$ cat src/rtl/sdram_init_pkg.sv
// Shared encodings for the SDRAM initialization sequencer.
// Assumes command pins are packed as {cs_n, ras_n, cas_n, we_n}.
package sdram_init_pkg;

    typedef enum logic [3:0] {
        CMD_MRS = 4'b0000,
        CMD_REF = 4'b0001,
        CMD_PRE = 4'b0010,
        CMD_NOP = 4'b0111
    } sdram_cmd_e;

    typedef enum logic [3:0] {
        ST_STABLE,
        ST_PRECHG,
        ST_PRE_GAP,
        ST_REFRESH,
        ST_REF_GAP,
        ST_MODESET,
        ST_MODE_GAP,
        ST_READY,
        ST_FAULT
    } init_state_e;

    function automatic int unsigned max2(int unsigned a, int unsigned b);
        return (a > b) ? a : b;
    endfunction

endpackage

$ cat src/rtl/sdram_wait_timer.sv
// Shared down-counter for every wait of the init sequence.
// It comes out of reset holding RST_VAL. A load overrides the count.
// It otherwise counts down to zero and holds there.
// Assumes load values fit in CNT_W bits.
module sdram_wait_timer #(
    parameter int unsigned CNT_W   = 8,
    parameter int unsigned RST_VAL = 0
) (
    input  logic             clk,
    input  logic             rst_n,
    input  logic             load,
    input  logic [CNT_W-1:0] load_val,
    output logic             expired
);
    logic [CNT_W-1:0] count;

    // Load, count down, or hold at zero.
    always_ff @(posedge clk) begin
        if (!rst_n)              count <= CNT_W'(RST_VAL);
        else if (load)           count <= load_val;
        else if (count != '0)    count <= count - 1'b1;
    end

    assign expired = (count == '0);

    // A running count that is not reloaded steps down by exactly one.
    assert_timer_step_R3: assert property (@(posedge clk) disable iff (!rst_n)
        (!load && count != '0) |=> (count == $past(count) - 1'b1));

endmodule

$ cat src/rtl/sdram_mode_word.sv
// Packs the configuration into the mode register word and validates it.
// Latency sits in bits 6..4, type in bit 3, length in bits 2..0.
// Reserved latency or length codes clear cfg_ok. Purely combinational.
module sdram_mode_word #(
    parameter int unsigned ADDR_W = 12
) (
    input  logic [2:0]        cas_lat,
    input  logic [2:0]        burst_len,
    input  logic              burst_type,
    output logic [ADDR_W-1:0] word,
    output logic              cfg_ok
);
    logic lat_ok;
    logic len_ok;

    // Latency: only two and three cycles are defined.
    always_comb lat_ok = (cas_lat == 3'd2) || (cas_lat == 3'd3);

    // Length: 1/2/4/8 always; full page only for sequential bursts.
    always_comb len_ok = (burst_len[2] == 1'b0) ||
                         (burst_len == 3'b111 && burst_type == 1'b0);

    // Assemble the word with upper bits cleared.
    always_comb begin
        word      = '0;
        word[2:0] = burst_len;
        word[3]   = burst_type;
        word[6:4] = cas_lat;
    end

    assign cfg_ok = lat_ok && len_ok;

endmodule

$ cat src/rtl/sdram_init_seq.sv
// Power-on initialization sequencer for an SDRAM channel.
// After reset it waits STABLE_CYCLES with NOP, issues a precharge-all and
// waits TRP_CYCLES. It then issues NUM_REFRESH refreshes TRC_CYCLES apart,
// writes the mode register and waits TRSC_CYCLES before raising init_done.
// Assumes: every *_CYCLES >= 2, ADDR_W >= 11, and the configuration is
// stable in the last stabilisation cycle, when it is captured.
module sdram_init_seq
    import sdram_init_pkg::*;
#(
    parameter int unsigned ADDR_W        = 12,
    parameter int unsigned BANK_W        = 2,
    parameter int unsigned DQM_W         = 2,
    parameter int unsigned STABLE_CYCLES = 20000,
    parameter int unsigned TRP_CYCLES    = 3,
    parameter int unsigned TRC_CYCLES    = 7,
    parameter int unsigned TRSC_CYCLES   = 2,
    parameter int unsigned NUM_REFRESH   = 8
) (
    input  logic              clk,
    input  logic              rst_n,
    input  logic [2:0]        cfg_cas_lat,
    input  logic [2:0]        cfg_burst_len,
    input  logic              cfg_burst_type,
    output logic              cs_n,
    output logic              ras_n,
    output logic              cas_n,
    output logic              we_n,
    output logic [ADDR_W-1:0] addr,
    output logic [BANK_W-1:0] ba,
    output logic              cke,
    output logic [DQM_W-1:0]  dqm,
    output logic              init_done
);
    localparam int unsigned MAX_WAIT = max2(max2(STABLE_CYCLES, TRP_CYCLES),
                                            max2(TRC_CYCLES, TRSC_CYCLES));
    localparam int unsigned CNT_W    = $clog2(MAX_WAIT + 1);
    localparam int unsigned REF_W    = $clog2(NUM_REFRESH + 1);
    localparam int unsigned ALL_BANK_BIT = 10;
    localparam logic [CNT_W-1:0] LD_TRP  = CNT_W'(TRP_CYCLES - 2);
    localparam logic [CNT_W-1:0] LD_TRC  = CNT_W'(TRC_CYCLES - 2);
    localparam logic [CNT_W-1:0] LD_TRSC = CNT_W'(TRSC_CYCLES - 2);

    init_state_e       state, state_nx;
    logic              tmr_load;
    logic [CNT_W-1:0]  tmr_val;
    logic              tmr_expired;
    logic [REF_W-1:0]  ref_cnt;
    logic [ADDR_W-1:0] mode_raw;
    logic [ADDR_W-1:0] mode_q;
    logic              cfg_ok;
    logic [3:0]        cmd;

    sdram_wait_timer #(
        .CNT_W   (CNT_W),
        .RST_VAL (STABLE_CYCLES - 1)
    ) u_timer (
        .clk      (clk),
        .rst_n    (rst_n),
        .load     (tmr_load),
        .load_val (tmr_val),
        .expired  (tmr_expired)
    );

    sdram_mode_word #(
        .ADDR_W (ADDR_W)
    ) u_mode (
        .cas_lat    (cfg_cas_lat),
        .burst_len  (cfg_burst_len),
        .burst_type (cfg_burst_type),
        .word       (mode_raw),
        .cfg_ok     (cfg_ok)
    );

    // Next state and timer reload for each step of the sequence.
    always_comb begin
        state_nx = state;
        tmr_load = 1'b0;
        tmr_val  = '0;
        unique case (state)
            ST_STABLE:   if (tmr_expired) state_nx = cfg_ok ? ST_PRECHG : ST_FAULT;
            ST_PRECHG:   begin state_nx = ST_PRE_GAP; tmr_load = 1'b1; tmr_val = LD_TRP; end
            ST_PRE_GAP:  if (tmr_expired) state_nx = ST_REFRESH;
            ST_REFRESH:  begin state_nx = ST_REF_GAP; tmr_load = 1'b1; tmr_val = LD_TRC; end
            ST_REF_GAP:  if (tmr_expired)
                             state_nx = (ref_cnt == REF_W'(NUM_REFRESH)) ? ST_MODESET : ST_REFRESH;
            ST_MODESET:  begin state_nx = ST_MODE_GAP; tmr_load = 1'b1; tmr_val = LD_TRSC; end
            ST_MODE_GAP: if (tmr_expired) state_nx = ST_READY;
            ST_READY:    state_nx = ST_READY;
            ST_FAULT:    state_nx = ST_FAULT;
            default:     state_nx = ST_FAULT;
        endcase
    end

    // State register.
    always_ff @(posedge clk) begin
        if (!rst_n) state <= ST_STABLE;
        else        state <= state_nx;
    end

    // Count refreshes issued since reset.
    always_ff @(posedge clk) begin
        if (!rst_n)                   ref_cnt <= '0;
        else if (state == ST_REFRESH) ref_cnt <= ref_cnt + 1'b1;
    end

    // Capture the mode word in the last stabilisation cycle.
    always_ff @(posedge clk) begin
        if (!rst_n)                                  mode_q <= '0;
        else if (state == ST_STABLE && tmr_expired)  mode_q <= mode_raw;
    end

    // Drive command, address and bank pins from the current state.
    always_comb begin
        cmd  = CMD_NOP;
        addr = '0;
        ba   = '0;
        unique case (state)
            ST_PRECHG:  begin cmd = CMD_PRE; addr[ALL_BANK_BIT] = 1'b1; end
            ST_REFRESH: cmd = CMD_REF;
            ST_MODESET: begin cmd = CMD_MRS; addr = mode_q; end
            default:    cmd = CMD_NOP;
        endcase
    end

    assign {cs_n, ras_n, cas_n, we_n} = cmd;
    assign cke       = 1'b1;
    assign init_done = (state == ST_READY);
    assign dqm       = {DQM_W{~init_done}};

    // A precharge is always followed by a NOP gap.
    assert_pre_gap_R3: assert property (@(posedge clk) disable iff (!rst_n)
        (cmd == CMD_PRE) |=> (cmd == CMD_NOP));

    // A refresh is always followed by a NOP gap.
    assert_ref_gap_R4: assert property (@(posedge clk) disable iff (!rst_n)
        (cmd == CMD_REF) |=> (cmd == CMD_NOP));

    // The refresh count never exceeds the configured number.
    assert_ref_bound_R4: assert property (@(posedge clk) disable iff (!rst_n)
        ref_cnt <= REF_W'(NUM_REFRESH));

    // A written mode word always carries a valid latency code.
    assert_mrs_lat_R7: assert property (@(posedge clk) disable iff (!rst_n)
        (cmd == CMD_MRS) |-> (addr[6:4] == 3'd2 || addr[6:4] == 3'd3));

    // Ready is sticky, with NOP and the mask released.
    assert_done_sticky_R6: assert property (@(posedge clk) disable iff (!rst_n)
        init_done |=> (init_done && cmd == CMD_NOP && dqm == '0));

endmodule

$ cat config.mk
export PLATFORM = sky130hd
export DESIGN_NAME = sdram_init_seq
export DESIGN_NICKNAME = d
export VERILOG_FILES = /design/src/rtl/sdram_init_pkg.sv /design/src/rtl/sdram_wait_timer.sv /design/src/rtl/sdram_mode_word.sv /design/src/rtl/sdram_init_seq.sv
export SDC_FILE = /design/constraint.sdc
export NUM_CORES = 1
export LEC_CHECK = 0
export ABC_CLOCK_PERIOD_IN_PS = 2500
export BUFFER_PORTS_ARGS = -buffer_cell sky130_fd_sc_hd__clkbuf_2
export CAP_MARGIN = 20
export CORE_UTILIZATION = 59
export CTS_BUF_LIST = sky130_fd_sc_hd__clkbuf_8
export DETAILED_ROUTE_END_ITERATION = 6
export PLACE_DENSITY_LB_ADDON = 0.12
export SLEW_MARGIN = 10
export SYNTH_ARGS = -nofsm -noshare
export SYNTH_HDL_FRONTEND = slang
export SYNTH_HIERARCHICAL = 1
export SYNTH_SLANG_ARGS = --single-unit
$ cat constraint.sdc
create_clock -name clk -period 2.5 [get_ports clk]
set_clock_uncertainty 0.05 [all_clocks]
set_input_delay 0.375 -clock clk [delete_from_list [all_inputs] [get_ports clk]]
set_output_delay 0.375 -clock clk [all_outputs]
set_load 0.005 [all_outputs]
### Yosys cells after proc, flatten, opt, wreduce, memory -nomap -nowiden

Index checks and enable logic that the tools add are counted.

* equality and inequality tests: 15
* bitwise operators: 3
* reductions and logical operators: 11
* muxes and demuxes: 14
* $add $sub $neg: 2

Operators with widths (count)
* one-hot mux 4 bit (8 select lines): 1
* 2-to-1 mux 15 bit: 2
* 2-to-1 mux 4 bit: 5
* == test 4 x 3 -> 1 bit, second input constant: 4
* zero test 15 bit: 1
* nonzero test 15 bit: 1
* subtractor 15 x 1 -> 15 bit, second input constant: 1
* one-hot mux 3 bit (3 select lines): 1
* == test 4 x 2 -> 1 bit, second input constant: 2
* inequality test 2 bit, second input constant: 4
* 2-to-1 mux 7 bit: 1
* == test 3 x 2 -> 1 bit, second input constant: 2
* one-hot mux 3 bit (2 select lines): 1
* adder 4 x 1 -> 4 bit, second input constant: 1
* == test 4 x 1 -> 1 bit, second input constant: 1
* == test 4 bit, second input constant: 1
* zero test 4 bit: 1
* AND reduction 4 bit: 1
* == test 3 bit, second input constant: 1
* logical AND 1 bit: 3
* 2-to-1 mux 3 bit: 1
* inverter 1 bit: 3
* OR reduction 3 bit: 1
* logical OR 1 bit: 2
* 2 further kinds: 3

* output and inout bits: 22
* logic and storage cells: 49
* register bits after elaboration: 30
* bits of input ports: 9

### Logic depth before layout (Yosys ltp)

Gate-level depths: netlist of the first run.

* depth after elaboration: 7
* mapped depth: 9
* gate-level depth less buffers: 7

### Cells and area by module

The synthesis of the first run kept the hierarchy.

By module, submodules not included
* sdram_init_seq: sequential area each 400.4 um^2, instances 1, area an instance 1078.5 um^2, cells an instance 129
* sdram_wait_timer: sequential area each 300.3 um^2, instances 1, area an instance 882.1 um^2, cells an instance 112
* sdram_mode_word: sequential area each 0.0 um^2, instances 1, area an instance 112.6 um^2, cells an instance 16

### Worst setup path before layout of the first run

OpenSTA, ideal clock, no wires.

* path kind: reg2reg
* start: reg u_timer.count[0]
* end: reg mode_q[0]
* arrival time: 2.039 ns
* slack: 0.339 ns
* buffers on the path: 2
* period minus slack after synthesis: 2.161 ns
* required time: 2.378 ns
* cell stages (with the launch flop): 10
* library setup time: 0.072 ns
* path through: dfxtp_1 -> inv_1 -> ha_1 -> nor4b_1 -> nand4_1 -> inv_1 -> and3_1 -> buf_6 -> buf_6 -> mux2i_1

* word-level cells in the longest chain between the ends: 2

Ends and longest elaborated chain
* start, declared: RTL line sdram_wait_timer.sv:15 `logic [CNT_W-1:0] count;`
* start signal, assigned: RTL line sdram_wait_timer.sv:19 `if (!rst_n) count <= CNT_W'(RST_VAL);`
* start signal, assigned: RTL line sdram_wait_timer.sv:20 `else if (load) count <= load_val;`
* start signal, assigned: RTL line sdram_wait_timer.sv:21 `else if (count != '0) count <= count - 1'b1;`
* zero test 15 bit: RTL line sdram_wait_timer.sv:24 `assign expired = (count == '0);`
* net tmr_expired: RTL line sdram_init_seq.sv:46 `logic tmr_expired;`
* logical AND 1 bit: RTL line sdram_init_seq.sv:109 `else if (state == ST_STABLE && tmr_expired) mode_q <= mode_raw;`
* end signal, assigned: RTL line sdram_init_seq.sv:109
* end, declared: RTL line sdram_init_seq.sv:49 `logic [ADDR_W-1:0] mode_q;`

The timed path passes the listed nets, and every way through them passes these cells.
A chain may end at the register's enable or synchronous reset.

### Worst setup path after layout of the first run

* start: reg u_timer.count[0]
* end: reg u_timer.count[12]

* word-level cells in the longest chain between the ends: 3
* elaborated cells between the ends (all ways): 5
* those cells by class: add/sub: 1; mux: 2; reduce/logical: 2

Ends and longest elaborated chain (RTL line)
* subtractor 15 x 1 -> 15 bit: sdram_wait_timer.sv:21
* 2-to-1 mux 15 bit: sdram_wait_timer.sv:21
* 2-to-1 mux 15 bit: sdram_wait_timer.sv:20

Parallel ways exist; a longest one is shown, timed or not. The select of a mux whose other input is x is not followed.

==> impl_metrics.env, run 1 <==
export IMPL_cts_sinks=35
export IMPL_critical_path_required_ns=2.67
export IMPL_leakagePower_nw=0.927
export IMPL_rows=21
export IMPL_min_period_ns=2.25
export IMPL_clkPwrFrac_pct=41.5
export IMPL_multi_input_area_um2=1210
export IMPL_post_cts_buffers=0
export IMPL_cts_clk_slew_worst_paths_ns=0.08
export IMPL_maxSlewViolCount=0
export IMPL_grt_start_max_net_pins=30
export IMPL_hold_violations=0
export IMPL_grt_first_pass_wirelength_mm=6.31
export IMPL_fillCellCount=324
export IMPL_dpl_cell_count=328
export IMPL_antenna_found_initial=0
export IMPL_ir_drop_v=0.000361
export IMPL_drive_above_1_share_pct=17.6
export IMPL_synth_seq_cells=35
export IMPL_root_buffer="clkbuf_8"
export IMPL_post_route_drc_count=0
export IMPL_grtUsageTotal_pct=22.9
export IMPL_design_die_area_um2=3760
export IMPL_yosysWarnings=6
export IMPL_async_reset_ff_share_pct=0
export IMPL_viasPerCell=5.24
export IMPL_tns_ns=0
export IMPL_h_tree_depth=2
export IMPL_clk_latency_ns=0.29
export IMPL_grt_setup_unrepaired="false"
export IMPL_grt_pass1_vias=1511
export IMPL_drtIter0Drc=96
export IMPL_switching_share_pct=23.4
export IMPL_pin_count=31
export IMPL_syn_area_um2=2070
export IMPL_coreArea_um2=3360
export IMPL_synth_cell_types=46
export IMPL_die_w_um=61.3
export IMPL_clock_fmax_mhz=444
export IMPL_cts_buffers=5
export IMPL_maxCapViolations=0
export IMPL_synth_cells=257
export IMPL_outcome="complete, no violations"
export IMPL_comb_power_share_pct=4.9
export IMPL_first_pass_iters=4
export IMPL_diodes=0
export IMPL_cp_end_kind="flop"
export IMPL_synth_edf_count=0
export IMPL_cts_tree="done"
export IMPL_setup_viol=0
export IMPL_die_h_um=61.3
export IMPL_wirelength_mm=3.85
export IMPL_worstPathArrival_ns=2.42
export IMPL_power_internal_uw=807
export IMPL_synth_area_per_cell_um2=8.07
export IMPL_cellPowerDensity_nw_per_um2=458
export IMPL_vias=1759
export IMPL_grt_ovfl_total=0
export IMPL_seq_area_um2=701
export IMPL_p_sw_uw=246
export IMPL_synth_ff_type="dfxtp_1"
export IMPL_worstMarginPinSlew_ns=0.533
export IMPL_synthToLayoutAreaGrowth_pct=10.8
export IMPL_layout_nets=301
export IMPL_clockBufferDepth=2
export IMPL_ys_seq_area_share_pct=33.8
export IMPL_hp_class="primary input to flop"
export IMPL_worstSetupPathType="flop to flop"
export IMPL_p_seq_share_pct=53.6
export IMPL_dpl_hpwl_mm=2.73
export IMPL_cp_start_kind="flop"
export IMPL_io_buffer_count=26
export IMPL_wl_per_cell_um=11.4
export IMPL_start_util_pct=61.6
export IMPL_ant_nets=0
export IMPL_relSlewSlack_pct=64.5
export IMPL_hold_buffers=0
export IMPL_gp_congestion=0.868
export IMPL_period_share_pct=90.1
export IMPL_postCtsResizedCells=0
export IMPL_crit_fanout=5
export IMPL_final_cell_count_no_fill=336
==> power by group through the flow <==
stage | Clock [mW] | Sequential, mW | Combinational [mW]
3_5_place_dp | 0 | 0.577 | 0.0506
3_3_place_gp | 0 | 0.577 | 0.0492
5_1_grt | 0.482 | 0.565 | 0.0599
4_1_cts | 0.455 | 0.564 | 0.0509
6_report | 0.437 | 0.564 | 0.0511
2_1_floorplan | 0 | 0.577 | 0.0535
==> layout make-up <==
type	instances	share of cell area [%]
Clock buffer	6	3.59
Clock inverter	2	0.708
Inverter	11	1.80
Multi-Input combinational cell	202	52.6
Sequential cell	35	30.5
Tap cell	46	2.51
Timing Repair Buffer	34	8.28
==> through the flow <==
step	instance area [um2]	total power, mW	worst slack (ns)	hold WS, ns	utilization, %
finish	2300	1.05	0.247	0.258	68.3
global route	2300	1.11	0.0719	0.272	68.3
CTS	2300	1.07	0.243	0.247	68.3
detailed placement	2200	0.628	0.256	0.397	65.4
global placement	2200	0.626	0.307	0.388	65.4
floorplan	2140	0.630	0.339	0.380	-
==> cells by family after synthesis <==
logic type / synth area share, %
AND/OR/NAND/NOR: 28.7
AO/OA/AOI/OAI: 13.4
buffers and inverters: 11.3
flip-flops: 33.8
multiplexers: 8.75
XOR/XNOR: 1.69
adder cells (fa/ha/maj): 1.81
other: 0.543
==> routing by layer <==
| metal | share of wire, % | GRT usage (%) | wire length (um) | up-vias |
|---|---|---|---|---|
| met5 | 0 | 0 | 0 | - |
| met4 | 1.2 | 8.44 | 46 | 0 |
| met3 | 5.5 | 8.19 | 213 | 6 |
| met2 | 48 | 39.4 | 1850 | 46 |
| met1 | 45 | 25.9 | 1730 | 796 |
| li1 | - | - | - | 911 |
==> synthesized netlist by cell type (2+ instances only) <==
cell type / count / area [um2]
a21boi_0: 2 / 15.0
a21oi_1: 8 / 40.0
a31oi_1: 6 / 37.5
and2_1: 13 / 81.3
buf_2: 2 / 10.0
buf_4: 19 / 143
buf_6: 2 / 22.5
clkbuf_1: 5 / 18.8
conb_1: 3 / 11.3
dfxtp_1: 35 / 701
ha_1: 3 / 37.5
inv_1: 11 / 41.3
mux2i_1: 17 / 170
nand2_1: 41 / 154
nand2b_1: 8 / 50.1
nand3b_1: 3 / 22.5
nand4_1: 4 / 25.0
nor2_1: 11 / 41.3
nor2b_1: 5 / 31.3
nor3_1: 6 / 30.0
nor4_1: 3 / 18.8
o211ai_1: 5 / 37.5
o21ai_0: 12 / 60.1
o31ai_1: 3 / 22.5
or2_2: 3 / 18.8
or3_1: 4 / 25.0
or4_1: 2 / 15.0
xnor2_1: 3 / 26.3
==> flip-flops by register name, indices dropped and copies added (netlist names) <==
signal and cells:
ref_cnt 4, mode_q 12, u_timer/count 15, state 4
==> critical path: stages (launching register included) <==
cell and delay, ns:
dfxtp_1 0.32, inv_1 0.10, ha_1 0.20, or4b_4 0.50
or4_4 0.51, or3_1 0.35, a31oi_1 0.16
==> layout by cell type (no fill, tap or decap), types with 2 or more instances in the layout <==
| cell type | n |
|---|---|
| o211ai_1 | 5 |
| and2_1 | 13 |
| nor2b_1 | 5 |
| nand2_1 | 41 |
| o21ai_0 | 12 |
| mux2i_1 | 17 |
| buf_4 | 8 |
| nor2_1 | 11 |
| or2_2 | 3 |
| a21boi_0 | 2 |
| a21oi_1 | 8 |
| or3_1 | 4 |
| o31ai_1 | 3 |
| conb_1 | 22 |
| or4_1 | 2 |
| inv_1 | 11 |
| clkbuf_8 | 6 |
| dfxtp_1 | 35 |
| clkbuf_2 | 26 |
| nor3_1 | 6 |
| nand2b_1 | 8 |
| xnor2_1 | 3 |
| ha_1 | 3 |
| a31oi_1 | 6 |
| nand3b_1 | 3 |
| nand4_1 | 4 |
| nor4_1 | 3 |
==> final timing paths <==
path	from	end	slack [ns]	depth (start not counted)
min	cfg_cas_lat[0]	mode_q[4]	0.26	3
min reg2reg	mode_q[3]	mode_q[3]	0.41	2
max reg2reg	u_timer/count[0]	u_timer/count[12]	0.25	6
max	u_timer/count[0]	u_timer/count[12]	0.25	6
Power figures use the tool's default switching activity.
==> run 2: changes to the inputs <==
--- a/config.mk
+++ b/config.mk
@@ -8,8 +8,8 @@
 export ABC_CLOCK_PERIOD_IN_PS = 2500
 export BUFFER_PORTS_ARGS = -buffer_cell sky130_fd_sc_hd__clkbuf_2
 export CAP_MARGIN = 20
-export CORE_UTILIZATION = 59
-export CTS_BUF_LIST = sky130_fd_sc_hd__clkbuf_8
+export CORE_ASPECT_RATIO = 1.4
+export CORE_UTILIZATION = 57
 export DETAILED_ROUTE_END_ITERATION = 6
 export PLACE_DENSITY_LB_ADDON = 0.12
 export SLEW_MARGIN = 10
==> run 2 against run 1 <==
  * Non-clock buffer count down 1
  * Clock power up 3%
  * Largest power group unchanged
  * Critical endpoint unchanged
  * Highest routed layer unchanged
  * Sequential cell count unchanged
  * Sequential power about the same
  * Critical path type unchanged
  * Final cell count down 2.1%
==> impl_metrics.env, run 2 (synthesis results as in run 1) <==
export IMPL_outcome="complete, no violations"
export IMPL_die_w_um=53.0
export IMPL_dpl_cell_count=321
export IMPL_cp_start_kind="flop"
export IMPL_relSlewSlack_pct=61.7
export IMPL_antenna_found_initial=0
export IMPL_top_register="u_timer/count"
export IMPL_grt_ovfl_total=0
export IMPL_hold_violations=0
export IMPL_io_buffer_count=26
export IMPL_synthToLayoutAreaGrowth_pct=10.1
export IMPL_cellPowerDensity_nw_per_um2=467
export IMPL_stdcell_area_um2=2280
export IMPL_maxSlewViolCount=0
export IMPL_crit_slowest_cell="or4_4"
export IMPL_critical_path_required_ns=2.66
export IMPL_timing_hold_ws_ns=0.264
export IMPL_setup_slack_ns=0.215
export IMPL_h_tree_depth=2
export IMPL_design_die_area_um2=3890
export IMPL_place_ws_ns=0.247
export IMPL_min_from="cfg_cas_lat[0]"
export IMPL_rrSetupSlack_ns=0.22
export IMPL_totalPowerFinal_mw=1.07
export IMPL_final_cell_count_no_fill=329
export IMPL_tns_ns=0
export IMPL_setup_viol=0
export IMPL_use_met1_pct=21.6
export IMPL_wl_per_cell_um=12.3
export IMPL_leakagePower_nw=0.926
export IMPL_root_buffer="clkbuf_8"
export IMPL_post_route_drc_count=0
export IMPL_grt_pass1_vias=1474
export IMPL_ir_drop_v=0.000464
export IMPL_met2_usage_pct=41.2
export IMPL_grt_first_pass_wirelength_mm=6.26
export IMPL_wirelength_mm=4.04
export IMPL_rr_worst_depth=6
export IMPL_min_to="mode_q[4]"
export IMPL_grtUsageTotal_pct=22.2
export IMPL_cts_tree="done"
export IMPL_hp_class="primary input to flop"
export IMPL_crit_fanout=5
export IMPL_cts_clk_slew_worst_paths_ns=0.07
export IMPL_clk_latency_ns=0.28
export IMPL_grt_setup_unrepaired="false"
export IMPL_pin_count=31
export IMPL_r2r_end="u_timer/count[12]"
export IMPL_grtUsageMet3_pct=6.63
export IMPL_top_regs="u_timer/count: 15 flops, mode_q: 12 flops"
export IMPL_ant_nets=0
export IMPL_min_period_ns=2.28
export IMPL_vias=1734
export IMPL_drive_above_1_share_pct=17.0
export IMPL_fin_util_pct=67.0
export IMPL_hold_buffers=0
export IMPL_rr_startpoint="u_timer/count[0]"
export IMPL_start_util_pct=60.8
export IMPL_viasPerCell=5.27
export IMPL_largest_register_ffs=15
export IMPL_layout_nets=300
export IMPL_path_cells="inv_1 -> ha_1 -> or4b_4 -> or4_4 -> or3_1 -> a31oi_1"
export IMPL_place_area_um2=2180
export IMPL_cp_end_kind="flop"
export IMPL_coreArea_um2=3410
export IMPL_cts_buffers=5
export IMPL_worstSetupPathType="flop to flop"
export IMPL_mostFrequentLayoutCells="nand2_1 (41), dfxtp_1 (35), clkbuf_2 (26), conb_1 (22), mux2i_1 (17)"
export IMPL_postCtsResizedCells=0
export IMPL_worstPathArrival_ns=2.45
export IMPL_busiest_layer="met2"
export IMPL_period_share_pct=91.4
export IMPL_grt_start_max_net_pins=32
export IMPL_drtIter0Drc=20
export IMPL_die_h_um=73.4
export IMPL_holdPathStages=3
export IMPL_dpl_hpwl_mm=2.96
export IMPL_diodes=0
export IMPL_cts_sinks=35
export IMPL_maxCapViolations=0
export IMPL_worstMarginPinSlew_ns=0.574
export IMPL_clock_fmax_mhz=438
export IMPL_first_pass_iters=4
export IMPL_layout_commonest_cell="nand2_1"
export IMPL_slowest_delay_ns=0.52
export IMPL_post_cts_buffers=0
export IMPL_gp_congestion=0.797
export IMPL_clockBufferDepth=2
export IMPL_rows=25
==> run 2: worst max-delay path: cells and delay by family (launching register included) <==
family | cells | cell delay (ns)
compound gates | 1 | 0.15
simple gates | 3 | 1.39
flops | 1 | 0.33
fa+ha+maj | 1 | 0.20
buf+inv | 1 | 0.09
==> run 2: worst max path at each step <==
stage	start	to	slack, ns	depth (start not counted)
2_1_floorplan	u_timer/count[0]	mode_q[0]	0.34	9
3_3_place_gp	u_timer/count[0]	u_timer/count[12]	0.32	6
3_5_place_dp	u_timer/count[0]	u_timer/count[12]	0.25	6
4_1_cts	u_timer/count[0]	u_timer/count[12]	0.23	6
5_1_grt	u_timer/count[0]	u_timer/count[12]	0.16	6
6_report	u_timer/count[0]	u_timer/count[12]	0.22	6
==> run 2: report_power, final <==
| group | total, mW | internal [mW] | switching, mW |
|---|---|---|---|
| Clock | 0.452 | 0.252 | 0.200 |
| Sequential | 0.565 | 0.561 | 0.00334 |
| Combinational | 0.0509 | 0.0206 | 0.0303 |
| Total | 1.07 | 0.833 | 0.234 |
==> run 2: final cells by class <==
type	count	area, um2
repair buffers	33	183
fillers	314	1130
well taps	40	50.0
flip-flops and latches	35	701
multi-input cells	202	1210
inverters	11	41.3
clock buffers	8	100
==> run 2: layer usage <==
layer  vias up  wire [um]
met5         -          0
met4         0         70
met3        10        135
met2        34       2150
met1       786       1690
li1        904          -
==> run 3: changes to the inputs <==
--- a/config.mk
+++ b/config.mk
@@ -5,13 +5,16 @@
 export SDC_FILE = /design/constraint.sdc
 export NUM_CORES = 1
 export LEC_CHECK = 0
+export ABC_AREA = 1
 export ABC_CLOCK_PERIOD_IN_PS = 2500
 export BUFFER_PORTS_ARGS = -buffer_cell sky130_fd_sc_hd__clkbuf_2
 export CAP_MARGIN = 20
 export CORE_ASPECT_RATIO = 1.4
+export CORE_MARGIN = 2
 export CORE_UTILIZATION = 57
 export DETAILED_ROUTE_END_ITERATION = 6
 export PLACE_DENSITY_LB_ADDON = 0.12
+export RECOVER_POWER = 100
 export SLEW_MARGIN = 10
 export SYNTH_ARGS = -nofsm -noshare
 export SYNTH_HDL_FRONTEND = slang
==> run 3 against run 2 <==
  * Highest routed layer unchanged
  * Critical path depth up 1
  * Final cell count up 18%
  * Setup slack better by 0.14 ns
  * Critical path type is now flop to output port
  * Synthesized area up 6.0%
  * Synthesized cell count up 23%
  * Critical endpoint is now addr[7]
  * Core utilization down 4.6 points
  * Via count up 10%
  * Largest cell class unchanged
==> impl_metrics.env, run 3 <==
export IMPL_outcome="complete, no violations"
export IMPL_post_route_drc_count=0
export IMPL_synth_cells=315
export IMPL_layout_nets=357
export IMPL_rr_worst_depth=9
export IMPL_grt_ovfl_total=0
export IMPL_gp_congestion=0.909
export IMPL_slowest_delay_ns=0.39
export IMPL_leakagePower_nw=1.04
export IMPL_coreArea_um2=3680
export IMPL_synthToLayoutAreaGrowth_pct=4.33
export IMPL_die_w_um=56.5
export IMPL_start_util_pct=59.8
export IMPL_hold_buffers=0
export IMPL_path_cells="inv_2 -> nor2_1 -> clkinv_1 -> nor2_4 -> inv_2 -> nor2_1 -> clkbuf_2"
export IMPL_ant_nets=0
export IMPL_clk_latency_ns=0.29
export IMPL_grt_start_max_net_pins=25
export IMPL_fin_util_pct=62.4
export IMPL_cts_clk_slew_worst_paths_ns=0.07
export IMPL_dpl_cell_count=380
export IMPL_antenna_found_initial=0
export IMPL_dpl_hpwl_mm=3.31
export IMPL_syn_area_um2=2200
export IMPL_period_share_pct=85.9
export IMPL_wl_per_cell_um=11.2
export IMPL_pin_count=31
export IMPL_largest_register_ffs=15
export IMPL_synth_top_family_by_area="simple AND/OR/NAND/NOR gates"
export IMPL_holdPathStages=3
export IMPL_min_period_ns=2.15
export IMPL_cts_tree="done"
export IMPL_cp_start_kind="flop"
export IMPL_mostFrequentLayoutCells="nand2_1 (60), nor2_1 (46), inv_1 (37), dfxtp_1 (35), a21oi_1 (29)"
export IMPL_hold_violations=0
export IMPL_wl_met1_mm=1.76
export IMPL_grtUsageTotal_pct=21.8
export IMPL_netlist_area_leader_share_pct=31.9
export IMPL_maxUsedRoutingLayer="met4"
export IMPL_h_tree_depth=2
export IMPL_tns_ns=0
export IMPL_wl_met3_um=162
export IMPL_ys_seq_area_share_pct=31.9
export IMPL_grt_pass1_vias=1834
export IMPL_critical_path_required_ns=2.08
export IMPL_synth_fa_ha_area_share_pct=1.71
export IMPL_synth_ff_type="dfxtp_1"
export IMPL_worstSetupPathType="flop to output port"
export IMPL_hp_class="primary input to flop"
export IMPL_fillCellCount=389
export IMPL_clockBufferDepth=2
export IMPL_synth_top_cell_by_area="dfxtp_1"
export IMPL_cts_buffers=5
export IMPL_viasPerCell=4.94
export IMPL_rrSetupSlack_ns=0.47
export IMPL_rows=26
export IMPL_synth_area_per_cell_um2=6.98
export IMPL_design_die_area_um2=4380
export IMPL_yosys_cell_count_top_type="nand2_1"
export IMPL_cts_sinks=35
export IMPL_drive_above_1_share_pct=17.1
export IMPL_die_h_um=77.5
export IMPL_ir_drop_v=0.000442
export IMPL_cp_end_kind="output port"
export IMPL_final_cell_count_no_fill=387
export IMPL_totalPowerFinal_mw=1.03
export IMPL_yosysWarnings=6
export IMPL_diodes=0
export IMPL_yosys_area_share_simple_pct=31.2
export IMPL_met2_wirelength_mm=2.28
export IMPL_post_cts_buffers=0
export IMPL_io_buffer_count=26
export IMPL_crit_fanout=11
export IMPL_synth_edf_count=0
export IMPL_wirelength_mm=4.32
export IMPL_worstPathArrival_ns=1.72
export IMPL_synthMuxAreaShare_pct=0
export IMPL_synth_compound_area_share_pct=14.9
export IMPL_synthTopCellsByArea="dfxtp_1 (32%), nand2_1 (9.6%), nor2_1 (7.0%)"
export IMPL_vias=1911
export IMPL_maxCapViolations=0
export IMPL_layout_commonest_cell="nand2_1"
export IMPL_grt_first_pass_wirelength_mm=7.58
export IMPL_crit_slowest_cell="dfxtp_1"
export IMPL_synth_cell_types=36
export IMPL_synthXorXnorAreaFrac_pct=1.99
export IMPL_grt_setup_unrepaired="false"
export IMPL_setup_viol=0
export IMPL_synth_seq_cells=35
export IMPL_async_reset_ff_share_pct=0
export IMPL_first_pass_iters=4
export IMPL_postCtsResizedCells=0
export IMPL_top_register="u_timer/count"
export IMPL_multi_input_area_um2=1130
export IMPL_top_regs="u_timer/count: 15 flops, mode_q: 12 flops"
export IMPL_maxSlewViolCount=0
export IMPL_drtIter0Drc=69
export IMPL_root_buffer="clkbuf_8"
export IMPL_seq_area_um2=701
export IMPL_cellPowerDensity_nw_per_um2=447
export IMPL_ys_top_cells_by_count="nand2_1 (56), nor2_1 (41), inv_1 (36), dfxtp_1 (35), a21oi_1 (29)"
export IMPL_clock_fmax_mhz=465
-- run 3: cell count changes in the layout (fill, tap and decap cells not counted), sizes merged, moves of 8 or more --
cell	previous run	this run
o21ai	12	25
nand2b	8	0
nor2	12	54
mux2i	17	0
and2	13	1
inv	11	45
nand2	41	64
nand3	1	14
a21oi	8	30
-- run 3: logic make-up (layout without fill, tap and decap cells) --
group                    Yosys count  after routing
adder cells (fa/ha/maj)            3              3
XOR/XNOR                           5              5
other                              3             22
AND/OR/NAND/NOR                  138            138
AO/OA/AOI/OAI                     60             60
buffers and inverters             71             82
flip-flops                        35             35
-- run 3: final cells by class --
| class | instances | area share, % |
|---|---|---|
| flip-flops and latches | 35 | 30.6 |
| repair buffers | 28 | 6.22 |
| well taps | 42 | 2.29 |
| clock buffers | 6 | 3.60 |
| multi-input cells | 228 | 49.4 |
| clock inverters | 1 | 0.218 |
| inverters | 47 | 7.69 |
-- run 3: per-layer routing --
metal,GRT usage [%],vias to the layer above
met1,23.0,857
met4,12.4,0
li1,-,1001
met3,4.33,10
met2,39.1,43
met5,0,-
-- run 3: stage by stage --
| step | hold WS (ns) | cell area, um2 | worst slack, ns |
|---|---|---|---|
| 6_report | 0.336 | 2290 | 0.351 |
| 4_1_cts | 0.318 | 2340 | 0.600 |
| 3_5_place_dp | 0.397 | 2250 | 0.630 |
| 3_3_place_gp | 0.390 | 2250 | 0.656 |
| 5_1_grt | 0.360 | 2290 | 0.190 |
| 2_1_floorplan | 0.377 | 2270 | 0.921 |
-- run 3: worst max-delay path, delay by kind of cell (launching register included) --
family	cells	cell delay, ns
buffers and inverters	4	0.51
flip-flops	1	0.39
AND/OR/NAND/NOR	3	0.53
-- run 3: worst paths after layout --
| path | start | end |
|---|---|---|
| worst min register to register | mode_q[11] | mode_q[11] |
| worst min-delay path | cfg_burst_type | mode_q[3] |
| worst max register to register | u_timer/count[0] | mode_q[4] |
| worst max-delay path | state[2] | addr[7] |
-- run 3: report_power, final --
| group | switching (mW) | internal, mW | total [mW] |
|---|---|---|---|
| Combinational | 0.0308 | 0.0168 | 0.0476 |
| Sequential | 0.00246 | 0.561 | 0.564 |
| Clock | 0.198 | 0.216 | 0.414 |
| Total | 0.231 | 0.794 | 1.03 |
